$ cat src/rtl/pic_pkg.sv
package pic_pkg;
   typedef enum logic [2:0] {
      PS_UNINIT,
      PS_BASE,
      PS_CASC,
      PS_MODE,
      PS_READY
   } pic_state_e;

   localparam int unsigned INIT_BIT = 4;
   localparam logic [7:0]  CMD_EOI  = 8'h20;

   localparam logic [1:0]  REG_CTRL = 2'd0;
   localparam logic [1:0]  REG_DATA = 2'd1;
   localparam logic [1:0]  REG_TRIG = 2'd2;
endpackage

$ cat src/rtl/pic_req_capture.sv
module pic_req_capture #(
   parameter int unsigned LINES       = 8,
   parameter logic [LINES-1:0] FORCE_LEVEL = '0
) (
   input  logic             clk,
   input  logic             rst_n,
   input  logic             clr_i,
   input  logic [LINES-1:0] line_i,
   input  logic [LINES-1:0] level_i,
   input  logic [LINES-1:0] ack_onehot_i,
   output logic [LINES-1:0] irr_o
);
   for (genvar i = 0; i < LINES; i++) begin : g_line
      logic prev_q;
      logic latch_q;
      logic is_level;

      assign is_level = level_i[i] | FORCE_LEVEL[i];

      always_ff @(posedge clk) begin
         if (!rst_n) begin
            prev_q  <= 1'b0;
            latch_q <= 1'b0;
         end else begin
            prev_q <= line_i[i];
            if (clr_i || is_level) begin
               latch_q <= 1'b0;
            end else if (line_i[i] && !prev_q) begin
               latch_q <= 1'b1;
            end else if (ack_onehot_i[i]) begin
               latch_q <= 1'b0;
            end
         end
      end

      assign irr_o[i] = is_level ? line_i[i] : latch_q;

      AST_EDGE_HOLD: assert property (@(posedge clk) disable iff (!rst_n)
         (!is_level && latch_q && !ack_onehot_i[i] && !clr_i) |=> latch_q);
   end
endmodule

$ cat src/rtl/pic_prio.sv
module pic_prio #(
   parameter int unsigned LINES = 8,
   localparam int unsigned IDXW = $clog2(LINES)
) (
   input  logic [LINES-1:0] pend_i,
   input  logic [LINES-1:0] isr_i,
   output logic [IDXW-1:0]  win_idx_o,
   output logic             win_valid_o,
   output logic [IDXW-1:0]  top_idx_o,
   output logic             top_any_o
);
   logic [IDXW-1:0] win;
   logic            found;
   logic            blocked;

   always_comb begin
      win       = '0;
      found     = 1'b0;
      top_idx_o = '0;
      top_any_o = 1'b0;
      for (int i = LINES - 1; i >= 0; i--) begin
         if (pend_i[i]) begin
            win   = IDXW'(i);
            found = 1'b1;
         end
         if (isr_i[i]) begin
            top_idx_o = IDXW'(i);
            top_any_o = 1'b1;
         end
      end
      blocked = 1'b0;
      for (int i = 0; i < LINES; i++) begin
         if (isr_i[i] && (IDXW'(i) <= win)) blocked = 1'b1;
      end
   end

   assign win_idx_o   = win;
   assign win_valid_o = found && !blocked;
endmodule

$ cat src/rtl/pic_unit.sv
module pic_unit
   import pic_pkg::*;
#(
   parameter int unsigned LINES     = 8,
   parameter int unsigned BUS_W     = 8,
   parameter bit          HAS_CASC  = 1'b0,
   parameter int unsigned CASC_LINE = 2,
   localparam int unsigned IDXW     = $clog2(LINES)
) (
   input  logic             clk,
   input  logic             rst_n,
   input  logic             wr_ctrl_i,
   input  logic             wr_data_i,
   input  logic             wr_trig_i,
   input  logic [BUS_W-1:0] wdata_i,
   input  logic [LINES-1:0] lines_i,
   input  logic             ack_i,
   output logic [LINES-1:0] mask_o,
   output logic [LINES-1:0] trig_o,
   output logic             int_o,
   output logic [BUS_W-1:0] vec_o,
   output logic             deleg_o
);
   if (LINES < 2 || LINES > BUS_W) begin : g_bad_lines
      $error("pic_unit: LINES must lie between 2 and BUS_W");
   end
   if ((LINES & (LINES - 1)) != 0) begin : g_bad_pow2
      $error("pic_unit: LINES must be a power of two");
   end
   if (HAS_CASC && CASC_LINE >= LINES) begin : g_bad_casc
      $error("pic_unit: CASC_LINE out of range");
   end

   localparam logic [LINES-1:0] FORCE_LVL =
      HAS_CASC ? (LINES'(1) << CASC_LINE) : '0;

   pic_state_e       state_q;
   logic [BUS_W-1:0] base_q;
   logic [LINES-1:0] mask_q;
   logic [LINES-1:0] trig_q;
   logic [LINES-1:0] isr_q;
   logic [LINES-1:0] isr_nxt;
   logic [LINES-1:0] irr;
   logic [LINES-1:0] pend;
   logic [LINES-1:0] ack_onehot;
   logic [IDXW-1:0]  win_idx;
   logic [IDXW-1:0]  top_idx;
   logic [IDXW-1:0]  vec_idx;
   logic             win_valid;
   logic             top_any;
   logic             ready;
   logic             init_cmd;
   logic             eoi_cmd;
   logic             ack_eff;
   logic             deleg_q;
   logic             unused_wdata;

   assign unused_wdata = ^wdata_i;

   assign ready    = (state_q == PS_READY);
   assign init_cmd = wr_ctrl_i && wdata_i[INIT_BIT];
   assign eoi_cmd  = wr_ctrl_i && (wdata_i == BUS_W'(CMD_EOI)) && ready;

   always_ff @(posedge clk) begin
      if (!rst_n) begin
         state_q <= PS_UNINIT;
      end else if (init_cmd) begin
         state_q <= PS_BASE;
      end else if (wr_data_i) begin
         case (state_q)
            PS_BASE: state_q <= PS_CASC;
            PS_CASC: state_q <= PS_MODE;
            PS_MODE: state_q <= PS_READY;
            default: state_q <= state_q;
         endcase
      end
   end

   always_ff @(posedge clk) begin
      if (!rst_n) begin
         base_q <= '0;
      end else if (wr_data_i && state_q == PS_BASE) begin
         base_q <= {wdata_i[BUS_W-1:IDXW], {IDXW{1'b0}}};
      end
   end

   if (HAS_CASC) begin : g_casc
      always_ff @(posedge clk) begin
         if (!rst_n) begin
            deleg_q <= 1'b0;
         end else if (init_cmd) begin
            deleg_q <= 1'b0;
         end else if (wr_data_i && state_q == PS_CASC) begin
            deleg_q <= wdata_i[CASC_LINE];
         end
      end
   end else begin : g_no_casc
      assign deleg_q = 1'b0;
   end

   always_ff @(posedge clk) begin
      if (!rst_n) begin
         mask_q <= '1;
      end else if (init_cmd) begin
         mask_q <= '0;
      end else if (wr_data_i && ready) begin
         mask_q <= wdata_i[LINES-1:0];
      end
   end

   always_ff @(posedge clk) begin
      if (!rst_n) begin
         trig_q <= '0;
      end else if (wr_trig_i) begin
         trig_q <= wdata_i[LINES-1:0];
      end
   end

   pic_req_capture #(
      .LINES      (LINES),
      .FORCE_LEVEL(FORCE_LVL)
   ) u_capture (
      .clk         (clk),
      .rst_n       (rst_n),
      .clr_i       (init_cmd),
      .line_i      (lines_i),
      .level_i     (trig_q),
      .ack_onehot_i(ack_onehot),
      .irr_o       (irr)
   );

   assign pend = irr & ~mask_q;

   pic_prio #(.LINES(LINES)) u_prio (
      .pend_i     (pend),
      .isr_i      (isr_q),
      .win_idx_o  (win_idx),
      .win_valid_o(win_valid),
      .top_idx_o  (top_idx),
      .top_any_o  (top_any)
   );

   assign ack_eff    = ack_i && ready && win_valid;
   assign ack_onehot = ack_eff ? (LINES'(1) << win_idx) : '0;

   always_comb begin
      isr_nxt = isr_q;
      if (ack_eff) isr_nxt[win_idx] = 1'b1;
      if (eoi_cmd && top_any) isr_nxt[top_idx] = 1'b0;
   end

   always_ff @(posedge clk) begin
      if (!rst_n) begin
         isr_q <= '0;
      end else if (init_cmd) begin
         isr_q <= '0;
      end else begin
         isr_q <= isr_nxt;
      end
   end

   assign vec_idx = win_valid ? win_idx : IDXW'(LINES - 1);
   assign vec_o   = base_q | {{(BUS_W-IDXW){1'b0}}, vec_idx};
   assign int_o   = ready && win_valid;
   assign deleg_o = deleg_q && win_valid && (win_idx == IDXW'(CASC_LINE));
   assign mask_o  = mask_q;
   assign trig_o  = trig_q;

   AST_UNINIT_MASK: assert property (@(posedge clk) disable iff (!rst_n)
      (state_q == PS_UNINIT) |-> (mask_q == '1));
   AST_INIT_CLEARS: assert property (@(posedge clk) disable iff (!rst_n)
      init_cmd |=> (mask_q == '0 && isr_q == '0));
   AST_MASKED_SILENT: assert property (@(posedge clk) disable iff (!rst_n)
      int_o |-> !mask_q[win_idx]);
   AST_NESTED_BLOCK: assert property (@(posedge clk) disable iff (!rst_n)
      int_o |-> !isr_q[win_idx]);
   AST_ACK_SETS: assert property (@(posedge clk) disable iff (!rst_n)
      (ack_eff && !eoi_cmd) |=> ($countones(isr_q) == $past($countones(isr_q)) + 1));
   AST_EOI_CLEARS: assert property (@(posedge clk) disable iff (!rst_n)
      (eoi_cmd && isr_q != '0 && !ack_eff) |=> ($countones(isr_q) + 1 == $past($countones(isr_q))));
endmodule

$ cat src/rtl/cascaded_pic.sv
module cascaded_pic
   import pic_pkg::*;
#(
   parameter int unsigned LINES     = 8,
   parameter int unsigned BUS_W     = 8,
   parameter int unsigned CASC_LINE = 2,
   localparam int unsigned TOT      = 2 * LINES
) (
   input  logic             clk,
   input  logic             rst_n,
   input  logic             bus_wr,
   input  logic [2:0]       bus_addr,
   input  logic [BUS_W-1:0] bus_wdata,
   output logic [BUS_W-1:0] bus_rdata,
   input  logic [TOT-1:0]   irq_in,
   output logic             int_req,
   input  logic             int_ack,
   output logic             vec_valid,
   output logic [BUS_W-1:0] vec_num
);
   if (CASC_LINE >= LINES) begin : g_bad_casc
      $error("cascaded_pic: CASC_LINE out of range");
   end

   logic [LINES-1:0] m_lines, s_lines;
   logic [LINES-1:0] m_mask, s_mask, m_trig, s_trig;
   logic [BUS_W-1:0] m_vec, s_vec;
   logic             m_int, s_int, m_deleg, s_deleg;
   logic             s_ack;
   logic [1:0]       reg_sel;
   logic             unit_sel;
   logic [1:0]       wr_ctrl, wr_data, wr_trig;
   logic [BUS_W-1:0] vec_q;
   logic             vld_q;
   logic             unused_sdeleg;

   assign reg_sel  = bus_addr[1:0];
   assign unit_sel = bus_addr[2];

   for (genvar u = 0; u < 2; u++) begin : g_dec
      assign wr_ctrl[u] = bus_wr && (unit_sel == u[0]) && (reg_sel == REG_CTRL);
      assign wr_data[u] = bus_wr && (unit_sel == u[0]) && (reg_sel == REG_DATA);
      assign wr_trig[u] = bus_wr && (unit_sel == u[0]) && (reg_sel == REG_TRIG);
   end

   always_comb begin
      m_lines            = irq_in[LINES-1:0];
      m_lines[CASC_LINE] = s_int;
   end
   assign s_lines = irq_in[TOT-1:LINES];

   pic_unit #(
      .LINES(LINES), .BUS_W(BUS_W), .HAS_CASC(1'b1), .CASC_LINE(CASC_LINE)
   ) u_primary (
      .clk(clk), .rst_n(rst_n),
      .wr_ctrl_i(wr_ctrl[0]), .wr_data_i(wr_data[0]), .wr_trig_i(wr_trig[0]),
      .wdata_i(bus_wdata), .lines_i(m_lines), .ack_i(int_ack),
      .mask_o(m_mask), .trig_o(m_trig), .int_o(m_int),
      .vec_o(m_vec), .deleg_o(m_deleg)
   );

   assign s_ack = int_ack && m_deleg;

   pic_unit #(
      .LINES(LINES), .BUS_W(BUS_W), .HAS_CASC(1'b0), .CASC_LINE(CASC_LINE)
   ) u_secondary (
      .clk(clk), .rst_n(rst_n),
      .wr_ctrl_i(wr_ctrl[1]), .wr_data_i(wr_data[1]), .wr_trig_i(wr_trig[1]),
      .wdata_i(bus_wdata), .lines_i(s_lines), .ack_i(s_ack),
      .mask_o(s_mask), .trig_o(s_trig), .int_o(s_int),
      .vec_o(s_vec), .deleg_o(s_deleg)
   );

   assign unused_sdeleg = s_deleg;

   always_comb begin
      case (reg_sel)
         REG_DATA: bus_rdata = BUS_W'(unit_sel ? s_mask : m_mask);
         REG_TRIG: bus_rdata = BUS_W'(unit_sel ? s_trig : m_trig);
         default:  bus_rdata = '0;
      endcase
   end

   always_ff @(posedge clk) begin
      if (!rst_n) begin
         vld_q <= 1'b0;
         vec_q <= '0;
      end else begin
         vld_q <= int_ack;
         if (int_ack) vec_q <= m_deleg ? s_vec : m_vec;
      end
   end

   assign int_req   = m_int;
   assign vec_valid = vld_q;
   assign vec_num   = vec_q;

   AST_VEC_FOLLOWS_ACK: assert property (@(posedge clk) disable iff (!rst_n)
      int_ack |=> vec_valid);
   AST_VEC_ONLY_ON_ACK: assert property (@(posedge clk) disable iff (!rst_n)
      !int_ack |=> !vec_valid);
   AST_SLAVE_ACK_NEEDS_REQ: assert property (@(posedge clk) disable iff (!rst_n)
      s_ack |-> s_int);
endmodule

$ cat config.mk
export PLATFORM = sky130hd
export DESIGN_NAME = cascaded_pic
export DESIGN_NICKNAME = d
export VERILOG_FILES = /design/src/rtl/pic_pkg.sv /design/src/rtl/pic_req_capture.sv /design/src/rtl/pic_prio.sv /design/src/rtl/pic_unit.sv /design/src/rtl/cascaded_pic.sv
export SDC_FILE = /design/constraint.sdc
export NUM_CORES = 1
export LEC_CHECK = 0
export ABC_AREA = 1
export ABC_CLOCK_PERIOD_IN_PS = 7150
export BUFFER_PORTS_ARGS = -buffer_cell sky130_fd_sc_hd__buf_2
export CORE_AREA = 2 2 118 120
export DETAILED_ROUTE_END_ITERATION = 16
export DIE_AREA = 0 0 120 122
export PLACE_DENSITY = 0.57
export SYNTH_ARGS = -nofsm -noshare
export SYNTH_HDL_FRONTEND = slang
export SYNTH_SLANG_ARGS = --single-unit
$ cat constraint.sdc
create_clock -name clk -period 7.15 [get_ports clk]
set_clock_uncertainty 0.2 [all_clocks]
set_input_delay 1.43 -clock clk [delete_from_list [all_inputs] [get_ports clk]]
set_output_delay 1.43 -clock clk [all_outputs]
set_load 0.05 [all_outputs]
==> summary.txt <==
Setup Viol. Count Final = 0
Clock Tree Root = clkbuf_16
RSZ-0062 raised after global routing = false
Critical Path RT = 5.52 ns
Fmax = 0.179 GHz
Crit-path slowest cell = buf_2
Tightest Pin Transition = 0.982 ns
Hold Path Class = reg -> reg
Status = finished, final reports clean
Synth top area share = 0.387
R2r startpoint = u_secondary.trig_o[6]$_SDFFE_PN0P_
Share of cells above drive strength 1 = 0.151
RR Endpoint = u_primary.u_capture.g_line[7].latch_q$_SDFFE_PP0P_
Gpl congestion = 0.889
DP Wirelength = 11400 um
Initial DRC count = 302
Post-CTS Resized = 0
Final cycle utilization of the critical path = 0.783
Most frequent cells in the layout = 153 x nand2_1, 139 x inv_1, 104 x dfxtp_1, 91 x a21oi_1, 66 x nor2_1
I/O pin count = 49
CP arrival = 3.96 ns
Crit path kind = in -> out
Syn avg cell area = 6.82 um^2
Mapped Area = 0.00537 mm^2
CTS tree = done
Port-buffer cells = 47
Worst path bufs/invs = 5
Most common cell on crit path = nand2_2
Vias in the first global route = 4896
Area of the die = 0.0146 mm^2
Delay-heaviest family, CP = simple AND/OR/NAND/NOR gates
Setup crit end kind = output port
Post-DP Area = 0.00576 mm^2
Drt first pass iters = 4
Global-route wire length before repair = 24600 um
Storage cell area = 0.00208 mm^2
# nets final = 863
DRT Wirelength = 15000 um
Delay of the slowest critical-path stage = 0.32 ns
Worst Setup EP = int_req
Mapped Cells = 788
Ranking of synthesized cells by area = dfxtp_1 39%, nand2_1 11%, inv_1 9.7%, a21oi_1 8.5%, o21ai_0 5.4%
Vias = 5161
N_diodes = 0
Critical-path maximum fanout = 7
Cell taking the most area after synthesis = dfxtp_1
Worst-path clk slew = 0.07 ns
Global route overflow = 0
Clock tree buffer depth = 2
CTS sink count = 104
Post-DR wirelength/cell = 14.8 um
Crit path launch = irq_in[15]
Fill cells = 1464
Commonest non-fill, non-tap cell in the layout = nand2_1
Antenna Nets Post-Route = 0
CP Cell Sequence = buf_2 > inv_1 > nand2_1 > nand3_1 > nand2_1 > inv_1 > nand2_2 > nand2_2 > nand2_2 > nand2_1 > nand2_1 > nor2_2 > nand2_2 > nor2_4 > nand4_4 > nand2_2 > inv_1 > nand4_1 > nand2_1 > nand2_2 > nand3_2 > nor3_1 > buf_2
Initial antenna violation count = 0
Sum of negative setup slack = 0 ns
Starting density of the core = 0.398
DRC Markers = 0
Cells on worst reg2reg path = 24
Slew Viols, Final = 0
Hold buffer count at CTS = 0
Worst reg2reg setup slack = 3.67 ns
Pleak = 2.87 nW
Hold Vio Cnt, Final = 0
CP Depth = 23
CTS Buf Count = 9
Power density over the cells = 206 mW/mm^2
Yosys Warn Count = 0
FP Rows = 43
Max-cap viol count = 0
Worst hold start = u_primary.trig_o[2]$_SDFFE_PN0P_
Yosys reg bits = 104
Clock Latency Late Sink = 0.35 ns
Syn Nets = 822
Relative slew slack = 0.345
H-tree levels = 3
Total GRT Usage = 0.216
Largest net degree at the start of global routing = 57
Tmin final = 5.59 ns
Die height = 122 um
IR drop worst, VDD = 0.105 mV
Yosys cell types = 34
Sequential share of the synthesized area = 0.387
Area growth syn-to-layout = 12.7%
Vias/cell = 5.09
Startpoint types = input port
Final Cell Area = 0.00606 mm^2
Area of the multi-input gates = 0.00265 mm^2
Width of the die = 120 um
Post-CTS setup buffers = 0
Core box area = 0.0135 mm^2
## synthesized netlist by cell type
cell	n
dfxtp_1	104
a41oi_1	1
nor4_1	3
a31oi_1	3
ha_1	3
clkbuf_1	15
or2_2	10
nand4_2	4
nor2_4	4
a311oi_1	2
nand3b_1	1
a21boi_0	1
nand2_2	20
buf_1	1
o21bai_1	1
o311ai_0	14
nand3_2	9
nand4_1	17
o211ai_1	8
clkinv_1	2
nor3_1	11
buf_4	1
a211oi_1	6
buf_6	2
nand4_4	1
inv_2	6
nand3_1	23
nor2_2	6
nor2_1	66
nand2_4	2
inv_1	139
a21oi_1	91
nand2_1	153
o21ai_0	58
## per-layer routing
metal / global-route usage / up-vias / routed length (um)
met5: 0 / - / 0
met4: 0.126 / 0 / 629
met3: 0.0346 / 34 / 628
met2: 0.338 / 141 / 6670
met1: 0.282 / 2343 / 7080
li1: - / 2643 / -
## worst min-delay path, delay by kind of cell (launching register included)
kind,cells,cell delay (ns)
flip-flops,1,0.32
buffers and inverters,1,0.05
AO/OA/AOI/OAI,1,0.05
## area by class of cell
| type | instances | share of cell area |
|---|---|---|
| clock buffer | 11 | 0.0401 |
| clock inverter | 5 | 0.00929 |
| multi-input combinational | 518 | 0.437 |
| timing repair buffer | 49 | 0.0413 |
| tap | 180 | 0.0372 |
| inverter | 147 | 0.0911 |
| sequential | 104 | 0.344 |
## cells by family (layout without fill, tap and decap cells)
group | after synthesis | in the layout | synth area share
AO/OA/AOI/OAI | 185 | 185 | 0.192
adder cells (fa/ha/maj) | 3 | 3 | 0.00699
buffers and inverters | 166 | 212 | 0.119
flip-flops | 104 | 104 | 0.387
AND/OR/NAND/NOR | 330 | 330 | 0.294
## per-stage QoR
stage          total power, mW  hold slack (ns)  std cells  setup slack, ns   util
2_1_floorplan            0.715            0.224        788             1.47      -
3_5_place_dp             0.755            0.241        998             1.53  0.426
6_report                  1.25            0.253       1014             1.56  0.449
3_3_place_gp             0.753            0.232        998             1.60  0.426
4_1_cts                   1.26            0.253       1014             1.52  0.449
5_1_grt                   1.30            0.273       1014             1.22  0.449
## worst min path at each step
stage | to | slack [ns] | depth (start not counted)
after global placement | u_primary.trig_o[2]$_SDFFE_PN0P_ | 0.23 | 2
after CTS | u_primary.trig_o[2]$_SDFFE_PN0P_ | 0.25 | 2
final | u_primary.trig_o[2]$_SDFFE_PN0P_ | 0.25 | 2
after detailed placement | u_primary.trig_o[2]$_SDFFE_PN0P_ | 0.24 | 2
after global routing | u_primary.u_capture.g_line[6].latch_q$_SDFFE_PP0P_ | 0.27 | 2
after floorplan | u_primary.trig_o[2]$_SDFFE_PN0P_ | 0.22 | 2
## flip-flops by register name, indices dropped and copies added, names as in the netlist, 5 cells and up
name and flops:
u_secondary.isr_q 8, u_primary.trig_o 8, u_primary.mask_o 8, u_secondary.mask_o 8, u_secondary.base_q 5, u_primary.base_q 5, u_secondary.u_capture.g_line.prev_q 8, u_secondary.trig_o 8
vec_num 8, u_primary.isr_q 8, u_secondary.u_capture.g_line.latch_q 8, u_primary.u_capture.g_line.prev_q 7, u_primary.u_capture.g_line.latch_q 7
## power by group
part / internal [mW] / switching [mW] / leakage (nW) / total [mW]
Sequential: 0.598 / 0.0103 / 0.850 / 0.609
Combinational: 0.0397 / 0.0947 / 1.87 / 0.134
Clock: 0.281 / 0.224 / 0.145 / 0.505
No activity file was read; power rests on OpenSTA's default activity.
